### src/rtl/can_irq_pkg.sv
package can_irq_pkg;
  localparam int INT_W  = 8;
  localparam int B_RX   = 0;
  localparam int B_TX   = 1;
  localparam int B_WARN = 2;
  localparam int B_PASS = 5;
  localparam int B_ARB  = 6;
  localparam int B_BERR = 7;
  // bits that exist in the interrupt byte and the enable mask
  localparam logic [INT_W-1:0] INT_IMPL = 8'hE7;

  typedef enum logic [1:0] {
    SEL_INT = 2'd0,
    SEL_ECC = 2'd1,
    SEL_ALC = 2'd2,
    SEL_EN  = 2'd3
  } rsel_e;
endpackage

### src/rtl/can_irq_capslot.sv
// One first-event capture register: loads once while armed, rearmed by a read.
module can_irq_capslot #(
  parameter int W = 8
) (
  input  logic         clk,
  input  logic         rst,
  input  logic         ev,
  input  logic [W-1:0] din,
  input  logic         rd_hit,
  output logic [W-1:0] q,
  output logic         armed,
  output logic         hit
);
  assign hit = armed & ev;

  always_ff @(posedge clk) begin
    if (rst) begin
      q     <= '0;
      armed <= 1'b1;
    end else if (armed) begin
      if (ev) begin
        q     <= din;
        armed <= 1'b0;
      end
    end else if (rd_hit) begin
      armed <= 1'b1;
    end
  end
endmodule

### src/rtl/can_irq_flags.sv
// Interrupt byte: level-tracking receive bit, sticky event bits cleared by a read.
module can_irq_flags
  import can_irq_pkg::*;
(
  input  logic             clk,
  input  logic             rst,
  input  logic [INT_W-1:0] en,
  input  logic [INT_W-1:0] set,
  input  logic             rx_level,
  input  logic             clr,
  output logic [INT_W-1:0] flags
);
  logic unused_bits;
  assign unused_bits = ^{set & ~INT_IMPL, set[B_RX], en & ~INT_IMPL};

  for (genvar i = 0; i < INT_W; i++) begin : g_bit
    if (i == B_RX) begin : g_rx
      logic b_q;
      always_ff @(posedge clk) begin
        if (rst) b_q <= 1'b0;
        else     b_q <= rx_level & en[i];
      end
      assign flags[i] = b_q;
    end else if (INT_IMPL[i]) begin : g_evt
      logic b_q;
      always_ff @(posedge clk) begin
        if (rst) b_q <= 1'b0;
        else     b_q <= (b_q & ~clr) | (set[i] & en[i]);
      end
      assign flags[i] = b_q;
    end else begin : g_none
      assign flags[i] = 1'b0;
    end
  end
endmodule

### src/rtl/can_irq_rdport.sv
// Registered byte read port; returns state as it stood before the read's side effects.
module can_irq_rdport
  import can_irq_pkg::*;
#(
  parameter int RD_W = 8
) (
  input  logic            clk,
  input  logic            rst,
  input  logic            rd_en,
  input  rsel_e           rd_sel,
  input  logic [RD_W-1:0] v_int,
  input  logic [RD_W-1:0] v_ecc,
  input  logic [RD_W-1:0] v_alc,
  input  logic [RD_W-1:0] v_en,
  output logic [RD_W-1:0] rd_data
);
  always_ff @(posedge clk) begin
    if (rst) begin
      rd_data <= '0;
    end else if (rd_en) begin
      case (rd_sel)
        SEL_INT: rd_data <= v_int;
        SEL_ECC: rd_data <= v_ecc;
        SEL_ALC: rd_data <= v_alc;
        default: rd_data <= v_en;
      endcase
    end
  end
endmodule

### src/rtl/can_irq_ctrl.sv
module can_irq_ctrl
  import can_irq_pkg::*;
#(
  parameter int SEG_W = 5,
  parameter int ALC_W = 5
) (
  input  logic             clk,
  input  logic             rst,
  input  logic             ctl_reset_mode,
  input  logic             en_wr,
  input  logic [INT_W-1:0] en_wdata,
  input  logic             rd_en,
  input  logic [1:0]       rd_sel,
  output logic [INT_W-1:0] rd_data,
  input  logic             rx_fifo_nonempty,
  input  logic             ev_tx_done,
  input  logic             ev_err_warn,
  input  logic             ev_err_pass,
  input  logic             ev_arb_lost,
  input  logic [ALC_W-1:0] arb_pos,
  input  logic             ev_bus_err,
  input  logic [1:0]       berr_type,
  input  logic             berr_dir,
  input  logic [SEG_W-1:0] berr_seg,
  output logic             irq
);
  localparam int ECC_W = 3 + SEG_W;

  rsel_e            sel;
  logic [INT_W-1:0] en_q, flags_q, set_vec;
  logic [ECC_W-1:0] ecc_q;
  logic [ALC_W-1:0] alc_q;
  logic             ecc_armed, alc_armed, ecc_hit, alc_hit;
  logic             rd_int, rd_ecc, rd_alc;

  assign sel    = rsel_e'(rd_sel);
  assign rd_int = rd_en && (sel == SEL_INT);
  assign rd_ecc = rd_en && (sel == SEL_ECC);
  assign rd_alc = rd_en && (sel == SEL_ALC);

  // enable mask, writable only in reset mode
  always_ff @(posedge clk) begin
    if (rst)                          en_q <= '0;
    else if (en_wr && ctl_reset_mode) en_q <= en_wdata & INT_IMPL;
  end

  can_irq_capslot #(.W(ECC_W)) u_ecc (
    .clk(clk), .rst(rst), .ev(ev_bus_err),
    .din({berr_type, berr_dir, berr_seg}), .rd_hit(rd_ecc),
    .q(ecc_q), .armed(ecc_armed), .hit(ecc_hit)
  );

  can_irq_capslot #(.W(ALC_W)) u_alc (
    .clk(clk), .rst(rst), .ev(ev_arb_lost),
    .din(arb_pos), .rd_hit(rd_alc),
    .q(alc_q), .armed(alc_armed), .hit(alc_hit)
  );

  always_comb begin
    set_vec         = '0;
    set_vec[B_TX]   = ev_tx_done;
    set_vec[B_WARN] = ev_err_warn;
    set_vec[B_PASS] = ev_err_pass;
    set_vec[B_ARB]  = alc_hit;
    set_vec[B_BERR] = ecc_hit;
  end

  can_irq_flags u_flags (
    .clk(clk), .rst(rst), .en(en_q), .set(set_vec),
    .rx_level(rx_fifo_nonempty), .clr(rd_int), .flags(flags_q)
  );

  always_ff @(posedge clk) begin
    if (rst) irq <= 1'b0;
    else     irq <= |(flags_q & en_q);
  end

  can_irq_rdport #(.RD_W(INT_W)) u_rd (
    .clk(clk), .rst(rst), .rd_en(rd_en), .rd_sel(sel),
    .v_int(flags_q), .v_ecc(INT_W'(ecc_q)), .v_alc(INT_W'(alc_q)), .v_en(en_q),
    .rd_data(rd_data)
  );
endmodule

### config.mk
export PLATFORM = sky130hd
export DESIGN_NAME = can_irq_ctrl
export DESIGN_NICKNAME = d
export VERILOG_FILES = /design/src/rtl/can_irq_pkg.sv /design/src/rtl/can_irq_capslot.sv /design/src/rtl/can_irq_flags.sv /design/src/rtl/can_irq_rdport.sv /design/src/rtl/can_irq_ctrl.sv
export SDC_FILE = /design/constraint.sdc
export NUM_CORES = 1
export LEC_CHECK = 0
export ABC_AREA = 1
export BUFFER_PORTS_ARGS = -buffer_cell sky130_fd_sc_hd__buf_2
export CORE_ASPECT_RATIO = 1.25
export CORE_MARGIN = 2
export CORE_UTILIZATION = 55
export CTS_CLUSTER_DIAMETER = 30
export DETAILED_ROUTE_END_ITERATION = 6
export PLACE_DENSITY = 0.85
export SLEW_MARGIN = 30
export SYNTH_ARGS = -nofsm -noshare
export SYNTH_HDL_FRONTEND = slang
export SYNTH_HIERARCHICAL = 1
export SYNTH_SLANG_ARGS = --single-unit
### constraint.sdc
create_clock -name clk -period 1.7 [get_ports clk]
set_input_delay 0.085 -clock clk [delete_from_list [all_inputs] [get_ports clk]]
set_output_delay 0.085 -clock clk [all_outputs]
set_load 0.01 [all_outputs]
==> flow_summary.toml, run 1 <==
[status]
status = "complete, no violations"

[synthesis]
synth_top_area_cell = "dfxtp_1"
synth.top_cell.area_share_pct = 42.4
syn_area_per_cell_um2 = 6.57
ys_ff_latch = 36
yosysUniqueCellTypes = 19
syn_area_mm2 = 0.00170
yosys_warnings = 6
ys_seq_area_share_pct = 42.4
yosys-top-cells-area = "dfxtp_1 (42%), nand2_1 (19%), nor2_1 (9.7%), a21oi_1 (5.9%), nand3_1 (4.7%)"
synthCells = 259

[timing]
drv_slew = 0
rsz0062_at_grt = "no"
final_hold_viol_count = 0
period_share_pct = 64.1
setup_viol = 0
hold_slack_ns = 0.0500
fin_skew_ns = 0.00875
setup_tns_ns = 0
fmax_mhz = 918
min_period_ns = 1.09

[power_and_ir_drop]
p_leak_nw = 1.06
power_switching_mw = 0.474
p_int_mw = 1.22
ir_worst_vdd_v = 0.000569
clockPowerShare_pct = 28.4
powerDensity_mw_per_mm2 = 786
p_seq_share_pct = 54.6
swShare_pct = 27.9
combinationalPowerShare_pct = 17.0

[final_layout]
drive_gt1_share_pct = 17.1
diodes = 0
areaGrowthSynthToFinish_pct = 26.8
fillCellCount = 245
layout.nets = 355

[place]
gp_congestion = 0.847
dp_hpwl_um = 2450
place.port_buffers = 40

[die]
num_rows = 22
fp.dieH_um = 66.2
die-area_mm2 = 0.00356
start_util_pct = 57.8
fp.dieW_um = 53.8
core_mm2 = 0.00295
io_pins = 43

[global_route]
antenna_found_initial = 0
first_global_vias = 1568
grtUsageMet1_pct = 29.6
grt_busiest_layer = "met2"
grt_use_met2_pct = 43.4
grt_use_total_pct = 26.0
grt_overflow_total = 0
grt_max_degree = 21
use_met3_pct = 5.88
grt_pass1_wl_um = 6620

[route]
ant_nets = 0
drc = 0
avgRoutedWirePerCell_um = 11.2
drt_iter0_markers = 49
post_drt_via_cell_ratio = 4.77
routed_wirelength_um = 4020
firstDrtPassIters = 4
vias = 1706

[worst_setup_path]
crit_arrival_ns = 1.34
crit_type = "in -> reg"
start_kind = "primary input"
reg2reg_slack_ns = 0.79
required_ns = 1.95
crit_fanout = 14
endpoint_kind = "flip-flop"

[clock_network]
cts_buffer_depth = 2
cts_buffers = 5
clock_latency_ns = 0.35
ctsHtreeMaxLevel = 2
post_cts_resized = 0
cts_root_buf = "clkbuf_4"
cts_tree = "built"
clkTransAtPathRegs_ns = 0.11
post_cts_buffers = 0
clock-sinks = 36

[min_path]
holdCritPathClass = "in -> reg"

[job]
cap_violations = 0
[worst paths after layout]
kind                                                              end  depth (start not counted)                         start
worst max-delay path                     u_rd/rd_data[2]$_SDFFE_PP0P_                          6                         rd_en
worst min-delay path            u_flags/g_bit[6].g_evt.b_q$_SDFF_PP0_                          2                           rst
worst max register to register                 u_ecc/armed$_SDFF_PP1_                          3        u_ecc/armed$_SDFF_PP1_
worst min register to register           u_rd/rd_data[7]$_SDFFE_PP0P_                          2  u_rd/rd_data[7]$_SDFFE_PP0P_
[cell usage in the layout, fill, tap and decap left out]
cell / n
inv_2: 2
o21bai_1: 1
nand3_1: 16
nand2_2: 3
conb_1: 7
clkbuf_8: 1
clkinv_1: 1
buf_4: 1
clkinv_2: 2
nor3b_1: 1
a21oi_1: 20
dlygate4sd3_1: 24
buf_2: 40
dfxtp_1: 36
nor2_4: 1
o21ai_0: 10
or2_0: 1
clkbuf_4: 5
inv_1: 20
nand2_1: 86
nor2_1: 44
[final cells by class]
class	instances	area [um2]	share of cell area, %
clock buffer	6	51.3	2.38
clock inverter	2	10.0	0.464
inverter	23	86.3	4.00
multi-input combinational	190	796	36.9
sequential	36	721	33.4
tap	36	45.0	2.09
timing repair buffer	65	448	20.8
[worst max-delay path: stages]
cell	delay (ns)
dlygate4sd3_1	0.54
buf_2	0.16
inv_1	0.31
nor2_1	0.10
nand2_1	0.08
a21oi_1	0.06
[through the flow]
stage	utilization (%)	setup WS (ns)	power (mW)	std cells	instance area, um2
4_1_cts	73.2	0.646	1.71	358	2160
5_1_grt	73.2	0.548	1.80	358	2160
3_3_place_gp	63.0	0.581	1.18	326	1860
2_1_floorplan	-	0.871	1.11	264	1720
6_report	73.2	0.611	1.70	358	2160
3_5_place_dp	63.0	0.555	1.18	326	1860
[power by group through the flow]
stage               combinational (mW)  sequential [mW]  clock (mW)
CTS                              0.282            0.925       0.500
detailed placement               0.237            0.944           0
finish                           0.288            0.926       0.482
global route                     0.330            0.933       0.539
global placement                 0.233            0.943           0
floorplan                        0.171            0.942           0
[cells in the mapped netlist]
cell type  instances
nand3_1           16
o21ai_0           10
conb_1             2
dfxtp_1           36
inv_1             20
buf_1              1
clkinv_1           1
nor3b_1            1
nand2_1           86
a21oi_1           20
or2_0              1
nand2_2            3
buf_4             10
buf_6              3
o21bai_1           1
buf_2              1
nor2_4             1
inv_2              2
nor2_1            44
[metal layers]
layer  vias to the layer above  wire length (um)
li1                        903                 -
met1                       726              1750
met2                        67              1930
met3                        10               230
met4                         0               108
met5                         -                 0
[flip-flops by register name (all words and copies together), names as in the netlist]
signal / cells
en_q: 6
irq: 1
u_alc/armed: 1
u_alc/q: 5
u_ecc/armed: 1
u_ecc/q: 8
u_flags/g_bit.g_evt.b_q: 5
u_flags/g_bit.g_rx.b_q: 1
u_rd/rd_data: 8
[what timing repair did]
item / 4_1_cts / 5_1_grt
setup endpoints to repair: 0 / 0
hold buffers: 24 / 0
hold endpoints to repair: 24 / 0
[cell families (layout without fill, tap and decap cells)]
| group | count (synthesis) | after routing | share of synthesized area [%] |
|---|---|---|---|
| AND/OR/NAND/NOR | 152 | 152 | 36.0 |
| buffers and inverters | 38 | 96 | 12.0 |
| flip-flops | 36 | 36 | 42.4 |
| AO/OA/AOI/OAI | 31 | 31 | 9.27 |
| other | 2 | 7 | 0.441 |
Power figures use the tool's default switching activity.
==> run 2: changes to the inputs <==
- CORE_UTILIZATION: 55 -> 47
- PLACE_DENSITY: 0.85 -> 0.78
- clock period: 1.7 -> 1 ns (I/O delays scaled with it)
==> run 2 against run 1 <==
First-iteration DRC count grew 27%. Clock skew fell by 0.0032 ns. Global-route usage shrank 5.4 points. Utilization fell by 10 points. Non-clock buffer count decreased by 2. Routed wire length shrank 7.5%. Count of clock-buffer cells in the layout shrank 1. Power up 96%.
==> flow_summary.toml, run 2 (same netlist as run 1, synthesis figures left out) <==
[status]
status = "complete, no violations"

[final_layout]
layout.nets = 353
drive_gt1_share_pct = 18.8
reg_top3 = "u_ecc/q: 8 flops, u_rd/rd_data: 8 flops, en_q: 6 flops"
mostFrequentLayoutCells = "nand2_1 (86), nor2_1 (44), buf_2 (40), dfxtp_1 (36)"
final_common_cell = "nand2_1"
diodes = 0
areaGrowthSynthToFinish_pct = 29.0

[worst_setup_path]
required_ns = 1.22
start_kind = "flip-flop"
endpoint_kind = "flip-flop"
crit_arrival_ns = 1.08
crit_type = "reg -> reg"
crit_fanout = 18

[timing]
fin_skew_ns = 0.00555
setup_slack_ns = 0.140
min_period_ns = 0.860
setup_viol = 0
drv_slew = 0
fmax_mhz = 1160
final_hold_viol_count = 0
period_share_pct = 86.0
setup_tns_ns = 0
rsz0062_at_grt = "no"

[clock_network]
cts_root_buf = "clkbuf_8"
cts_buffer_depth = 2
clock_latency_ns = 0.29
clock-sinks = 36
cts_tree = "built"
post_cts_buffers = 0
clkTransAtPathRegs_ns = 0.08
ctsHtreeMaxLevel = 2
cts_buffers = 5

[route]
drc = 0
post_drt_via_cell_ratio = 4.65
vias = 1671
firstDrtPassIters = 4
ant_nets = 0
drt_iter0_markers = 62
routed_wirelength_um = 3710
avgRoutedWirePerCell_um = 10.3

[die]
fp.dieW_um = 57.8
io_pins = 43
fp.dieH_um = 71.3
num_rows = 24
core_mm2 = 0.00348
die-area_mm2 = 0.00412
start_util_pct = 48.9

[power_and_ir_drop]
ir_worst_vdd_v = 0.00122
powerDensity_mw_per_mm2 = 1510
p_leak_nw = 1.08

[global_route]
grt_pass1_wl_um = 6700
grt_max_degree = 22
first_global_vias = 1614
grt_use_total_pct = 20.6
antenna_found_initial = 0
grt_overflow_total = 0

[min_path]
holdCritPathClass = "in -> reg"

[place]
place_ws_ns = 0.0743
gp_congestion = 0.834
dp_hpwl_um = 2540
place.port_buffers = 40

[job]
cap_violations = 0
==> run 2: cell types whose count changed in the layout (fill, tap and decap cells not counted), moves of 4 or more <==
| cell | previous run | this run |
|---|---|---|
| buf_4 | 1 | 5 |
| clkbuf_8 | 1 | 5 |
| clkbuf_4 | 5 | 0 |
| dlygate4sd3_1 | 24 | 17 |
==> run 2: per-stage QoR <==
stage	util [%]	cells	hold slack (ns)	cell area (um2)	power [mW]
2_1_floorplan	-	264	0.119	1720	1.89
3_3_place_gp	54.8	334	0.270	1910	2.02
3_5_place_dp	54.8	334	0.272	1910	2.03
4_1_cts	62.9	359	0.0000982	2190	3.35
5_1_grt	63.0	359	0.00560	2200	3.50
6_report	63.0	359	0.00690	2200	3.32
==> run 2: timing repair <==
item	4_1_cts	5_1_grt
endpoints found under the setup margin	0	2
hold buffers	17	0
gates resized for setup	0	1
hold endpoints to repair	17	0
==> run 2: layer usage <==
metal	wire length [um]	GRT usage [%]	vias to the layer above	share of wire [%]
met5	0	0	-	0
met4	72	8.27	0	1.9
met3	233	6.32	6	6.3
met2	1780	36.0	45	48
met1	1620	23.1	717	44
li1	-	-	903	-
==> run 2: power by group <==
group | internal (mW) | leakage (nW) | switching (mW)
Combinational | 0.223 | 0.727 | 0.259
Clock | 0.737 | 0.0541 | 0.526
Sequential | 1.52 | 0.296 | 0.0548
==> run 2: layout make-up <==
type / instances / area, um2
flip-flops and latches: 36 / 721
well taps: 39 / 48.8
multi-input cells: 190 / 801
repair buffers: 63 / 428
fillers: 322 / 1290
clock buffers: 5 / 68.8
clock inverters: 3 / 42.5
inverters: 23 / 86.3
==> run 2: final timing paths <==
path | end | cells past startpoint | slack (ns) | start
hold reg to reg | u_rd/rd_data[1]$_SDFFE_PP0P_ | 2 | 0.46 | u_rd/rd_data[1]$_SDFFE_PP0P_
setup reg to reg | u_flags/g_bit[7].g_evt.b_q$_SDFF_PP0_ | 4 | 0.14 | u_ecc/armed$_SDFF_PP1_
setup / recovery | u_flags/g_bit[7].g_evt.b_q$_SDFF_PP0_ | 4 | 0.14 | u_ecc/armed$_SDFF_PP1_
hold / removal | u_flags/g_bit[5].g_evt.b_q$_SDFF_PP0_ | 3 | 0.007 | ev_err_pass
==> run 2: critical path, cell delays in order, from the launching register on <==
cell and delay, ns:
dfxtp_1 0.39, nand2_4 0.15, inv_1 0.09, nand2_1 0.05, a21oi_1 0.13
==> run 3: changes to the inputs <==
- SETUP_SLACK_MARGIN: default -> 0.5
==> run 3 against run 2 <==
The flow now finishes with violations (negative hold slack). Via count is 0.12% higher. Global-route usage hardly changed. Non-clock buffer count shrank 11. Worst setup slack gained 0.070 ns. Utilization increased by 2.8 points. Sequential share of layout area grew 0.57 points. Combinational power increased by 11%. Clock power shrank 18%. Largest power group unchanged.
==> flow_summary.toml, run 3 (same netlist as run 1, synthesis figures left out) <==
[power_and_ir_drop]
p_seq_share_pct = 50.8
ir_worst_vdd_v = 0.00109
p_int_mw = 2.34
swShare_pct = 26.4
power_switching_mw = 0.839
p_leak_nw = 1.08
p_total_mw = 3.18
combinationalPowerShare_pct = 16.9
clockPowerShare_pct = 32.4
powerDensity_mw_per_mm2 = 1390

[clock_network]
clkTransAtPathRegs_ns = 0.07
cts_buffers = 5
clock_latency_ns = 0.28
cts_buffer_depth = 2
clock-sinks = 36
cts_tree = "built"
ctsHtreeMaxLevel = 2
cts_root_buf = "clkbuf_8"

[final_layout]
reg_top3 = "u_ecc/q: 8 flops, u_rd/rd_data: 8 flops, en_q: 6 flops"
diodes = 0
multiInputGateArea_um2 = 951
mostFrequentLayoutCells = "nand2_1 (81), nor2_1 (37), buf_2 (32), dfxtp_2 (27), inv_1 (18)"
layout.nets = 345
areaGrowthSynthToFinish_pct = 34.8
register_area_um2 = 766
final_common_cell = "nand2_1"
fillCellCount = 318
drive_gt1_share_pct = 40.7

[die]
start_util_pct = 48.9
core_mm2 = 0.00348
num_rows = 24
die-area_mm2 = 0.00412
fp.dieH_um = 71.3
fp.dieW_um = 57.8
io_pins = 43

[job]
cap_violations = 0

[place]
dp_hpwl_um = 2680
gp_congestion = 0.844
place.port_buffers = 40

[timing]
setup_viol = 0
period_share_pct = 79.1
rsz0062_at_grt = "yes"
final_hold_viol_count = 9
drv_slew = 0
hold_slack_ns = -0.0115
fmax_mhz = 1270
min_period_ns = 0.791
setup_tns_ns = 0
fin_skew_ns = 0.00642

[global_route]
grt_max_degree = 17
first_global_vias = 1579
antenna_found_initial = 0
grt_pass1_wl_um = 6610
grt_use_total_pct = 20.6
grt_overflow_total = 0

[route]
avgRoutedWirePerCell_um = 11.0
drc = 0
drt_iter0_markers = 43
post_drt_via_cell_ratio = 4.77
routed_wirelength_um = 3870
firstDrtPassIters = 4
vias = 1673
ant_nets = 0

[worst_setup_path]
required_ns = 1.21
crit_fanout = 2
crit_arrival_ns = 1.00
endpoint_kind = "flip-flop"
crit_type = "reg -> reg"
start_kind = "flip-flop"

[status]
status = "complete, but fails checks"
violations = "negative hold slack"

[min_path]
holdCritPathClass = "in -> reg"
## run 3: power by group through the flow
stage / Clock, mW / Sequential [mW] / Combinational, mW
after floorplan: 0 / 1.61 / 0.298
after global placement: 0 / 1.61 / 0.418
after detailed placement: 0 / 1.62 / 0.428
after CTS: 1.06 / 1.61 / 0.503
after global routing: 1.12 / 1.62 / 0.604
final: 1.03 / 1.61 / 0.536
## run 3: path summary, 6_finish.rpt
check | from | endpoint | slack [ns] | cells past startpoint
min | rx_fifo_nonempty | u_flags/g_bit[0].g_rx.b_q$_SDFF_PP0_ | -0.01 | 3
min reg2reg | u_rd/rd_data[5]$_SDFFE_PP0P_ | u_rd/rd_data[5]$_SDFFE_PP0P_ | 0.47 | 2
max | u_ecc/q[3]$_SDFFE_PP0P_ | u_rd/rd_data[3]$_SDFFE_PP0P_ | 0.21 | 4
max reg2reg | u_ecc/q[3]$_SDFFE_PP0P_ | u_rd/rd_data[3]$_SDFFE_PP0P_ | 0.21 | 4
## run 3: worst max-delay path, stage by stage, from the launching register on
cell and delay [ns]:
dfxtp_2 0.34, nand3_2 0.10, nand3_1 0.11, nand2_1 0.07
a21oi_2 0.11
## run 3: per-stage QoR
stage / worst slack (ns) / utilization [%] / instance area, um2 / std cells
after floorplan: 0.232 / - / 1750 / 264
after global placement: 0.0595 / 55.3 / 1930 / 335
after detailed placement: 0.0321 / 55.3 / 1930 / 335
after CTS: 0.209 / 63.6 / 2220 / 350
after global routing: 0.177 / 65.8 / 2290 / 351
final: 0.210 / 65.8 / 2290 / 351
## run 3: layer usage
layer / global-route usage (%) / vias to the layer above / part of all wire, %
met5: 0 / - / 0
met4: 9.04 / 0 / 2.5
met3: 3.97 / 13 / 3.5
met2: 35.5 / 38 / 51
met1: 24.6 / 732 / 43
li1: - / 890 / -
## run 3: repair_timing
| action | CTS | global route |
|---|---|---|
| endpoints found under the setup margin | 45 | 45 |
| cloned | 3 | 0 |
| endpoints found under the hold margin | 13 | 4 |
| resized for setup | 48 | 22 |
| setup buffers | 4 | 1 |
| pin swaps | 16 | 7 |
## run 3: layout make-up
type / instances / area share, %
Tap cell: 39 / 2.13
Clock buffer: 8 / 3.93
Timing Repair Buffer: 52 / 15.3
Sequential cell: 36 / 33.4
Inverter: 23 / 3.76
Multi-Input combinational cell: 193 / 41.5
